[config.mk]
export PLATFORM = sky130hd
export DESIGN_NAME = fifo_svc_irq
export DESIGN_NICKNAME = d
export VERILOG_FILES = /design/src/rtl/fsi_pkg.sv /design/src/rtl/fsi_store.sv /design/src/rtl/fsi_irq.sv /design/src/rtl/fifo_svc_irq.sv
export SDC_FILE = /design/constraint.sdc
export NUM_CORES = 1
export LEC_CHECK = 0
export BUFFER_PORTS_ARGS = -buffer_cell sky130_fd_sc_hd__buf_2
export CORE_MARGIN = 3
export CORE_UTILIZATION = 39
export CTS_CLUSTER_DIAMETER = 80
export DETAILED_ROUTE_END_ITERATION = 7
export GPL_TIMING_DRIVEN = 0
export SETUP_SLACK_MARGIN = 0.02
export SYNTH_ARGS = -nofsm -noshare
export SYNTH_HDL_FRONTEND = slang
export SYNTH_SLANG_ARGS = --single-unit
export TNS_END_PERCENT = 30
[constraint.sdc]
create_clock -name clk_i -period 2.65 [get_ports clk_i]
set_clock_uncertainty 0.15 [all_clocks]
set_input_delay 0.265 -clock clk_i [delete_from_list [all_inputs] [get_ports clk_i]]
set_output_delay 0.265 -clock clk_i [all_outputs]
set_load 0.1 [all_outputs]
[src/rtl/fsi_pkg.sv]
package fsi_pkg;
  typedef enum logic {DIR_FWD = 1'b0, DIR_REV = 1'b1} fsi_dir_e;
endpackage

[src/rtl/fsi_store.sv]
module fsi_store #(
  parameter int unsigned DEPTH = 16,
  parameter int unsigned DW    = 8,
  localparam int unsigned CW   = $clog2(DEPTH + 1),
  localparam int unsigned PW   = $clog2(DEPTH)
) (
  input  logic          clk_i,
  input  logic          rst_ni,
  input  logic          flush_i,
  input  logic          push_i,
  input  logic          pop_i,
  input  logic [DW-1:0] wdata_i,
  output logic [DW-1:0] rdata_o,
  output logic [CW-1:0] count_o,
  output logic          full_o,
  output logic          empty_o,
  output logic          push_rej_o,
  output logic          pop_rej_o
);
  logic [DW-1:0] mem_q [DEPTH];
  logic [PW-1:0] wr_ptr_q, rd_ptr_q;
  logic [CW-1:0] count_q;
  logic          push_ok, pop_ok;

  function automatic logic [PW-1:0] ptr_inc(input logic [PW-1:0] p);
    return (p == PW'(DEPTH - 1)) ? '0 : p + 1'b1;
  endfunction

  assign full_o     = (count_q == CW'(DEPTH));
  assign empty_o    = (count_q == '0);
  assign push_ok    = push_i & ~full_o & ~flush_i;
  assign pop_ok     = pop_i & ~empty_o & ~flush_i;
  assign push_rej_o = push_i & full_o & ~flush_i;
  assign pop_rej_o  = pop_i & empty_o & ~flush_i;
  assign rdata_o    = mem_q[rd_ptr_q];
  assign count_o    = count_q;

  always_ff @(posedge clk_i) begin
    if (push_ok) mem_q[wr_ptr_q] <= wdata_i;
  end

  always_ff @(posedge clk_i or negedge rst_ni) begin
    if (!rst_ni) begin
      wr_ptr_q <= '0;
      rd_ptr_q <= '0;
      count_q  <= '0;
    end else if (flush_i) begin
      wr_ptr_q <= '0;
      rd_ptr_q <= '0;
      count_q  <= '0;
    end else begin
      if (push_ok) wr_ptr_q <= ptr_inc(wr_ptr_q);
      if (pop_ok)  rd_ptr_q <= ptr_inc(rd_ptr_q);
      if (push_ok && !pop_ok)      count_q <= count_q + 1'b1;
      else if (pop_ok && !push_ok) count_q <= count_q - 1'b1;
    end
  end


  count_le_depth_chk: assert property (@(posedge clk_i) disable iff (!rst_ni)
    count_q <= CW'(DEPTH));


  flags_exclusive_chk: assert property (@(posedge clk_i) disable iff (!rst_ni)
    !(full_o && empty_o));


  full_push_hold_chk: assert property (@(posedge clk_i) disable iff (!rst_ni)
    (full_o && push_i && !pop_i && !flush_i) |=> full_o);


  flush_empty_chk: assert property (@(posedge clk_i) disable iff (!rst_ni)
    flush_i |=> empty_o);


  both_ops_count_chk: assert property (@(posedge clk_i) disable iff (!rst_ni)
    (push_i && pop_i && !full_o && !empty_o && !flush_i) |=> $stable(count_q));
endmodule

[src/rtl/fsi_irq.sv]
module fsi_irq #(
  parameter int unsigned DEPTH = 16,
  localparam int unsigned CW   = $clog2(DEPTH + 1),
  localparam int unsigned TW   = $clog2(DEPTH)
) (
  input  logic          dir_rev_i,
  input  logic [TW-1:0] thresh_i,
  input  logic          svc_busy_i,
  input  logic [CW-1:0] count_i,
  output logic          irq_o
);
  logic [CW-1:0] thr_ext, need_rev;
  logic          hit;

  assign thr_ext  = CW'(thresh_i);
  assign need_rev = CW'(DEPTH) - thr_ext;
  // forward: enough free room; reverse: enough held data
  assign hit      = dir_rev_i ? (count_i >= need_rev) : (count_i <= thr_ext);
  assign irq_o    = hit & ~svc_busy_i;
endmodule

[src/rtl/fifo_svc_irq.sv]
module fifo_svc_irq #(
  parameter int unsigned DEPTH = 16,
  parameter int unsigned DW    = 8,
  localparam int unsigned TW   = $clog2(DEPTH),
  localparam int unsigned CW   = $clog2(DEPTH + 1)
) (
  input  logic          clk_i,
  input  logic          rst_ni,
  input  logic          dir_rev_i,
  input  logic [TW-1:0] thresh_i,
  input  logic          svc_busy_i,
  input  logic          host_wr_i,
  input  logic [DW-1:0] host_wdata_i,
  input  logic          host_rd_i,
  input  logic          per_push_i,
  input  logic [DW-1:0] per_wdata_i,
  input  logic          per_pop_i,
  output logic [DW-1:0] rdata_o,
  output logic          irq_o,
  output logic          full_o,
  output logic          empty_o,
  output logic          err_o
);
  import fsi_pkg::*;

  fsi_dir_e      dir_q, dir_cur;
  logic          flush, push, pop, push_rej, pop_rej, err_q;
  logic [DW-1:0] wdata;
  logic [CW-1:0] count;

  assign dir_cur = fsi_dir_e'(dir_rev_i);
  assign flush   = (dir_cur != dir_q);
  assign push    = (dir_cur == DIR_FWD) ? host_wr_i : per_push_i;
  assign pop     = (dir_cur == DIR_FWD) ? per_pop_i : host_rd_i;
  assign wdata   = (dir_cur == DIR_FWD) ? host_wdata_i : per_wdata_i;
  assign err_o   = err_q;

  always_ff @(posedge clk_i or negedge rst_ni) begin
    if (!rst_ni) begin
      dir_q <= DIR_FWD;
      err_q <= 1'b0;
    end else begin
      dir_q <= dir_cur;
      if (push_rej || pop_rej) err_q <= 1'b1;
    end
  end

  fsi_store #(.DEPTH(DEPTH), .DW(DW)) i_store (
    .clk_i, .rst_ni,
    .flush_i(flush), .push_i(push), .pop_i(pop), .wdata_i(wdata),
    .rdata_o, .count_o(count), .full_o, .empty_o,
    .push_rej_o(push_rej), .pop_rej_o(pop_rej)
  );

  fsi_irq #(.DEPTH(DEPTH)) i_irq (
    .dir_rev_i, .thresh_i, .svc_busy_i, .count_i(count), .irq_o
  );


  err_sticky_chk: assert property (@(posedge clk_i) disable iff (!rst_ni)
    err_q |=> err_q);


  fwd_empty_irq_chk: assert property (@(posedge clk_i) disable iff (!rst_ni)
    (!dir_rev_i && !svc_busy_i && empty_o) |-> irq_o);


  rev_zero_thr_chk: assert property (@(posedge clk_i) disable iff (!rst_ni)
    (dir_rev_i && thresh_i == '0 && irq_o) |-> full_o);


  busy_mask_chk: assert property (@(posedge clk_i) disable iff (!rst_ni)
    svc_busy_i |-> !irq_o);
endmodule

==> results.txt, run 1 <==
* Average routed wire per standard cell: 20.3 um
- Headroom to the max-slew limit came out at 0.552.
- Clock-pin slew was measured on the worst setup and hold paths at 0.06 ns.
- In the synthesized netlist the dominant register cell turns out to be sky130_fd_sc_hd__edfxtp_1.
- After floorplanning, the core was divided into 46 placement rows.
- Routability-driven placement finished with a final weighted congestion of roughly 0.79.
- Setup repair after global routing could not meet its margin everywhere.
- Of the total synthesized cell area, the portion taken by AND, OR, NAND and NOR gates is 0.0573.
- Share of power burned in registers: 0.341
- The checks that failed: negative setup slack.
- Of the total synthesized cell area, the portion taken by XOR and XNOR cells is 0.0109.
* Async SR Flop Fraction: 0.105
- After detailed routing, the number of remaining DRC violations is 0.
* Peak ir drop on the vdd network: 0.472 mV
* Critical Path End Type: flip-flop
* Later-pin clock latency in the skew report: between 0.4 and 0.5 ns
* Drt via density: about 5.3
- In the global route stage, overall resource usage came out at 0.167.
- Largest net degree at the start of global routing: 17
- Detailed Route WL: between 10 and 15 mm
* Part of the power in the clock network: 0.309
- Slew of the pin with the lowest slew margin: 0.672 ns
* Fraction of layout instances using a drive strength above 1: 0.341
- The synthesized design contains 143 register bits.
- Number of synthesized flops with an enable pin: roughly 130
* Summed negative setup slack over all endpoints: -0.0632 ns
- Number of hold-slack violations in the final timing report: 0
* Run status: finished, violations left
* Routed vias: approximately 3800
* First-pass GRT wire length: between 20 and 25 mm
* Height of the chip: between 100 and 150 um
- Power density cells: around 950 mW/mm^2
- Min Hold Slack: between 0.1 and 0.15 ns
- Drt pass-1 iters: 4
* Clock Path Buffers: 2
- Of the synthesized area, sequential elements account for 0.655.
* Antenna violations before repair: 0
* Count of non-filler cells in the finished layout: a little over 700
- After synthesis, the share of cell area in mux cells is 0.136.
- Relative to the synthesized area, the layout overhead comes to 26.3%.
- Net count after synthesis: between 400 and 500
- Max-cap check violation count: 0
- Port buffering added 39 buffers.
* Final setup vio count: 1
* Core area: about 0.016 mm^2
* Die area: approximately 0.018 mm^2
* Post-route antenna net violation count: 0
- Of all nets on the critical path, the largest fanout is 4.
* Internal power: 5.11 mW
* Combinational share of power: 0.350
- Count of mapped cells out of synthesis: 409
- Worst setup slack after layout: -0.0632 ns
- CTS tree: built
- Post-layout net count: 530
- Estimated wirelength of the detail-placed design: between 9 and 10 mm
- Yosys printed 0 warnings.
* Total inserted antenna cells: 0
- Remaining global-route overflow: 0
- Of the total power, the share spent switching nets is 0.336.
* Net switching power: about 2.6 mW
- Clock tree synthesis selected as its root buffer the cell sky130_fd_sc_hd__clkbuf_16.
- Number of global-route vias before repair: between 3000 and 4000
- Ports: 40
- Horizontal die dimension: about 130 um
- Number of sinks driven by the clock tree: approximately 140
* Synth Area per Inst: about 16 um^2
* Detailed Route Iter0 Violations: 280
* Kind of start point of the critical path: flip-flop
- Number of buffers created by CTS: 17
- Including well taps, the total number of placed cells is 668.
- STA puts the critical path data required time at between 2 and 3 ns.
* H-tree lvl count: 4
- Initial Utilization: 0.402
- Clock period minus final worst setup slack: between 2 and 3 ns
* Post-synth cell types: 47
- Of the available clock period, the critical path in the final layout requires 1.02.
- At the placement stage, the worst setup path has a slack of -0.594 ns.
- The mapped netlist covers 0.00644 mm^2.
- Filler cell count: around 1400
- Maximum clock rate: approximately 0.37 GHz
- For the worst setup path, the data arrival time is just under 3 ns.
- Post-synthesis share of cell area spent on full adders, half adders and majority gates: 0.0381
- After synthesis, the largest family of logic cells by area is multiplexers.
* Worst hold path type: in2async
- Final number of max-transition violations: 0
- Pleak: around 2.8 nW
- The fraction of the mapped netlist area in compound gates came to 0.0777.
- Type of the worst setup path: reg2reg
## synth_stat cells, types with 10 or more instances
master | instances | area share
sky130_fd_sc_hd__nand2_1 | 24 | 0.014
sky130_fd_sc_hd__mux2_2 | 10 | 0.017
sky130_fd_sc_hd__dfrtp_1 | 15 | 0.058
sky130_fd_sc_hd__o21ai_0 | 12 | 0.0093
sky130_fd_sc_hd__a21oi_1 | 11 | 0.0085
sky130_fd_sc_hd__inv_1 | 13 | 0.0076
sky130_fd_sc_hd__ha_1 | 18 | 0.035
sky130_fd_sc_hd__mux2i_1 | 36 | 0.056
sky130_fd_sc_hd__a221oi_1 | 16 | 0.022
sky130_fd_sc_hd__edfxtp_1 | 128 | 0.60
sky130_fd_sc_hd__nor2_1 | 15 | 0.0087
sky130_fd_sc_hd__mux4_2 | 17 | 0.059
## state kept, by name, indices dropped and copies added (netlist names)
signal and cells:
i_store.count_o 5, i_store.mem_q 128, i_store.rd_ptr_q 4, dir_q 1
err_o 1, i_store.wr_ptr_q 4
## timing repair
action	CTS	global route
pin swaps	21	2
hold buffers	2	0
buffers inserted	9	1
endpoints found under the hold margin	16	0
resized for setup	98	11
endpoints found under the setup margin	47	75
## stage by stage
| stage | power (mW) | instance area, um^2 | utilization |
|---|---|---|---|
| finish | 7.70 | 8130 | 0.508 |
| detailed placement | 4.83 | 6980 | 0.437 |
| global route | 7.99 | 8130 | 0.508 |
| floorplan | 4.37 | 6460 | - |
| CTS | 7.70 | 8100 | 0.506 |
| global placement | 4.78 | 6930 | 0.433 |
## cell usage in the layout (no fill, tap or decap), drive strengths merged, types with 15 or more instances in the layout
cell type  synthesis  layout
ha                18      18
mux4              17      17
buf               12      65
nand2             24      24
dfrtp             15      15
clkbuf             8      25
a221oi            16      16
inv               13      15
mux2i             37      37
nor2              15      15
edfxtp           128     128
## layer usage
layer / wire length, um / track usage
met5: 0 / 0
met4: 263 / 0.0673
met2: 7100 / 0.268
met3: 596 / 0.0376
met1: 6450 / 0.222
## power groups by stage
stage	logic [mW]	registers, mW	clock network [mW]
finish	2.70	2.62	2.38
detailed placement	2.15	2.68	0
floorplan	1.71	2.67	0
global placement	2.09	2.68	0
CTS	2.67	2.62	2.41
global route	2.86	2.63	2.50
## worst max-delay path: stages (launching register included)
cell and delay [ns]:
sky130_fd_sc_hd__dfrtp_2 0.41, sky130_fd_sc_hd__or4_4 0.55, sky130_fd_sc_hd__buf_8 0.14, sky130_fd_sc_hd__o21ai_4 0.17
sky130_fd_sc_hd__nand3_4 0.13, sky130_fd_sc_hd__fa_2 0.41, sky130_fd_sc_hd__nand3_2 0.09, sky130_fd_sc_hd__a211oi_1 0.07
sky130_fd_sc_hd__a311o_1 0.29, sky130_fd_sc_hd__a31oi_1 0.22
## path summary, 6_finish.rpt
kind | startpoint | end | slack [ns] | cells after the start
worst max register to register | i_store.count_o[0] | i_store.count_o[4] | -0.06 | 9
worst max-delay path | i_store.count_o[0] | i_store.count_o[4] | -0.06 | 9
worst min-delay path | rst_ni | i_store.count_o[1] | 0.15 | 2
max in group asynchronous | rst_ni | i_store.count_o[3] | 1.91 | 2
worst min register to register | err_o | err_o | 0.34 | 1
min in group clk_i | per_pop_i | err_o | 0.19 | 4
## cell families after synthesis
| family | count (synthesis) |
|---|---|
| xor+xnor | 8 |
| simple gates | 74 |
| mux | 64 |
| compound gates | 67 |
| buf+inv | 34 |
| flops | 143 |
| fa+ha+maj | 19 |
## cell type report
type | instances | area, um^2 | area share
timing repair buffer | 55 | 450 | 0.0554
inverter | 14 | 52.6 | 0.00646
buffer | 20 | 214 | 0.0263
sequential | 143 | 4220 | 0.519
clock inverter | 14 | 168 | 0.0206
tap | 216 | 270 | 0.0332
clock buffer | 17 | 425 | 0.0523
multi-input combinational | 232 | 2330 | 0.286
Power figures use the tool's default switching activity.
==> run 2, diff against run 1 <==
Settings changed: SETUP_SLACK_MARGIN 0.02 to not set.
==> results.txt, run 2 (same netlist as run 1, synthesis figures left out) <==
- Violated checks: negative setup slack
* Routed vias: 3790 (-0.079%)
- The die outline width was 135 um (unchanged).
* Drc violations: 0 (unchanged)
* Run status: finished, violations left
- Kind of start point of the critical path: flip-flop
- Commonest cells after routing, fill and taps aside: sky130_fd_sc_hd__edfxtp_1 (128), sky130_fd_sc_hd__mux2i_1 (36), sky130_fd_sc_hd__buf_2 (28)
- H-tree lvl count: 4 (unchanged)
* Number of buffers created by CTS: 17 (unchanged)
- Estimated wirelength of the detail-placed design: 9.43 mm (unchanged)
- Power density cells: 948 mW/mm^2 (+0.14%)
- Height of the chip: 135 um (unchanged)
- Number of global-route vias before repair: 3869 (-0.10%)
- Filler cell count: 1370 (+0.44%)
* Largest delay share family, worst path: compound AO/OA/AOI/OAI gates
- Area post-placement: 0.00698 mm^2 (unchanged)
- TritonCTS built the clock tree.
* Drt pass-1 iters: 6 (+2)
- Clock period minus final worst setup slack: 2.74 ns (+0.0234 ns)
* Quantity of I/O buffers inserted on ports: 39 (unchanged)
* Largest net degree at the start of global routing: 17 (unchanged)
- The floorplan die area was 0.0181 mm^2 (unchanged).
- Critical Path AT: 2.92 ns (+0.03 ns)
- The starting density of the core is 0.402 (unchanged).
- The initial antenna violation count is 0 (unchanged).
* Number of hold-slack violations in the final timing report: 0 (unchanged)
- The cell area after layout came to 0.00809 mm^2 (-0.55%).
- Fraction of layout instances using a drive strength above 1: 0.335 (-0.00672)
- The top-level I/O count was 40 (unchanged).
- Detailed Route Iter0 Violations: 307 (+9.6%)
- Row count: 46 (unchanged)
- The first-pass GRT wire length came to 22.2 mm (about the same).
- The clock slew seen by the registers of the worst setup and hold paths was 0.06 ns (about the same).
* GRT Overall Usage: 0.167 (about the same)
- Setup repair after global routing missed its margin: yes
* Peak ir drop on the vdd network: 0.461 mV (-2.4%)
* Average routed wire per standard cell: 20.4 um (+0.78%)
- Placer's final routability congestion estimate: 0.790 (unchanged)
- The number of pins with negative max-slew slack in the final report is 0 (unchanged).
* Max incr delay on CP: 0.55 ns (about the same)
- Min Hold Slack: 0.142 ns (-0.00399 ns)
- The fraction of the cycle the final worst path needs was 1.03 (+0.00884).
- Final setup vio count: 1 (unchanged)
- Clock root buffer master: sky130_fd_sc_hd__clkbuf_16
- The required time of the critical path is 2.83 ns (about the same).
- Clock Path Buffers: 2 (unchanged)
- The core region area came to 0.0160 mm^2 (unchanged).
- The global-route congestion overflow total is 0 (unchanged).
- Flip-flop count of the largest register, all copies and words added: 128 (unchanged)
- For this design, the slowest cell found on the critical path is sky130_fd_sc_hd__or4_4.
- The aggregate routed wire length came to 14.4 mm (+0.22%).
- Final core area utilization: 0.505 (-0.00282)
- Post-route antenna net violation count: 0 (unchanged)
* Count of buffering cells on the critical path with inverters included: 1 (unchanged)
- Max-slew headroom at the worst pin: 0.577 (+0.0249)
- The transition time of the tightest slew-check pin came to 0.634 ns (-0.0374 ns).
- The post-layout net count came to 525 (-0.94%).
- Crit path cell chain: or4_4 > buf_8 > o21ai_4 > nand3_4 > ha_1 > a21oi_2 > a211oi_1 > a311o_1 > a31oi_1
* Number of sinks driven by the clock tree: 143 (unchanged)
- Pleak: 2.79 nW (-0.92%)
- Area added between synthesis and finish: 25.6%
* Worst-path fanout max: 4 (unchanged)
- The highest attainable clock frequency was 0.365 GHz (-0.86%).
* Max-cap check violation count: 0 (unchanged)
- Register with the most flip-flops: i_store.mem_q
- Type of the worst setup path: reg2reg
* Critical Path End Type: flip-flop
- The final setup slack of the worst path came to -0.0867 ns (-0.0234 ns).
- In this run the worst hold path is classified as in2async.
- Drt via density: 5.36 (+0.49%)
* Commonest non-fill, non-tap cell in the layout: sky130_fd_sc_hd__edfxtp_1
* Later-pin clock latency in the skew report: 0.42 ns (about the same)
run 2: layout make-up:
class	instances	area, um^2	share of cell area
Sequential cell	143	4220	0.522
Multi-Input combinational cell	232	2330	0.288
Buffer	19	196	0.0243
Antenna cell	1	2.50	0.000309
Clock buffer	17	425	0.0526
Clock inverter	14	168	0.0207
Tap cell	216	270	0.0334
Timing Repair Buffer	51	420	0.0520
Inverter	14	52.6	0.00650
run 2: what timing repair did:
action | in CTS | in global routing
endpoints found under the setup margin | 47 | 75
hold endpoints to repair | 16 | 0
hold buffers | 2 | 0
pin swaps | 14 | 3
buffers inserted | 6 | 0
gates resized for setup | 96 | 11
run 2: per-layer routing:
layer	share of wire	up-vias	global-route usage
li1	-	1765	-
met1	0.43	1898	0.223
met2	0.49	106	0.267
met3	0.056	21	0.0376
met4	0.020	0	0.0673
met5	0	-	0
run 2: path summary, 6_finish.rpt:
kind / to / slack (ns) / depth (start not counted) / startpoint
max in group asynchronous: i_store.count_o[3] / 1.91 / 2 / rst_ni
setup reg to reg: i_store.count_o[4] / -0.09 / 9 / i_store.count_o[0]
min in group clk_i: err_o / 0.20 / 4 / per_pop_i
setup / recovery: i_store.count_o[4] / -0.09 / 9 / i_store.count_o[0]
hold / removal: i_store.count_o[1] / 0.14 / 2 / rst_ni
hold reg to reg: err_o / 0.34 / 1 / err_o
run 2: through the flow:
stage | worst slack [ns] | cells | total power, mW | setup TNS (ns)
2_1_floorplan | -0.221 | 409 | 4.37 | -0.545
3_3_place_gp | -0.527 | 664 | 4.78 | -17.66
3_5_place_dp | -0.594 | 668 | 4.83 | -7.93
4_1_cts | -0.102 | 706 | 7.68 | -0.707
5_1_grt | -0.152 | 706 | 7.96 | -0.650
6_report | -0.0867 | 707 | 7.67 | -0.0867
run 2: where the power goes:
group	switching [mW]	internal [mW]
clock network	0.917	1.47
logic	1.60	1.05
registers	0.0600	2.56
total	2.58	5.09
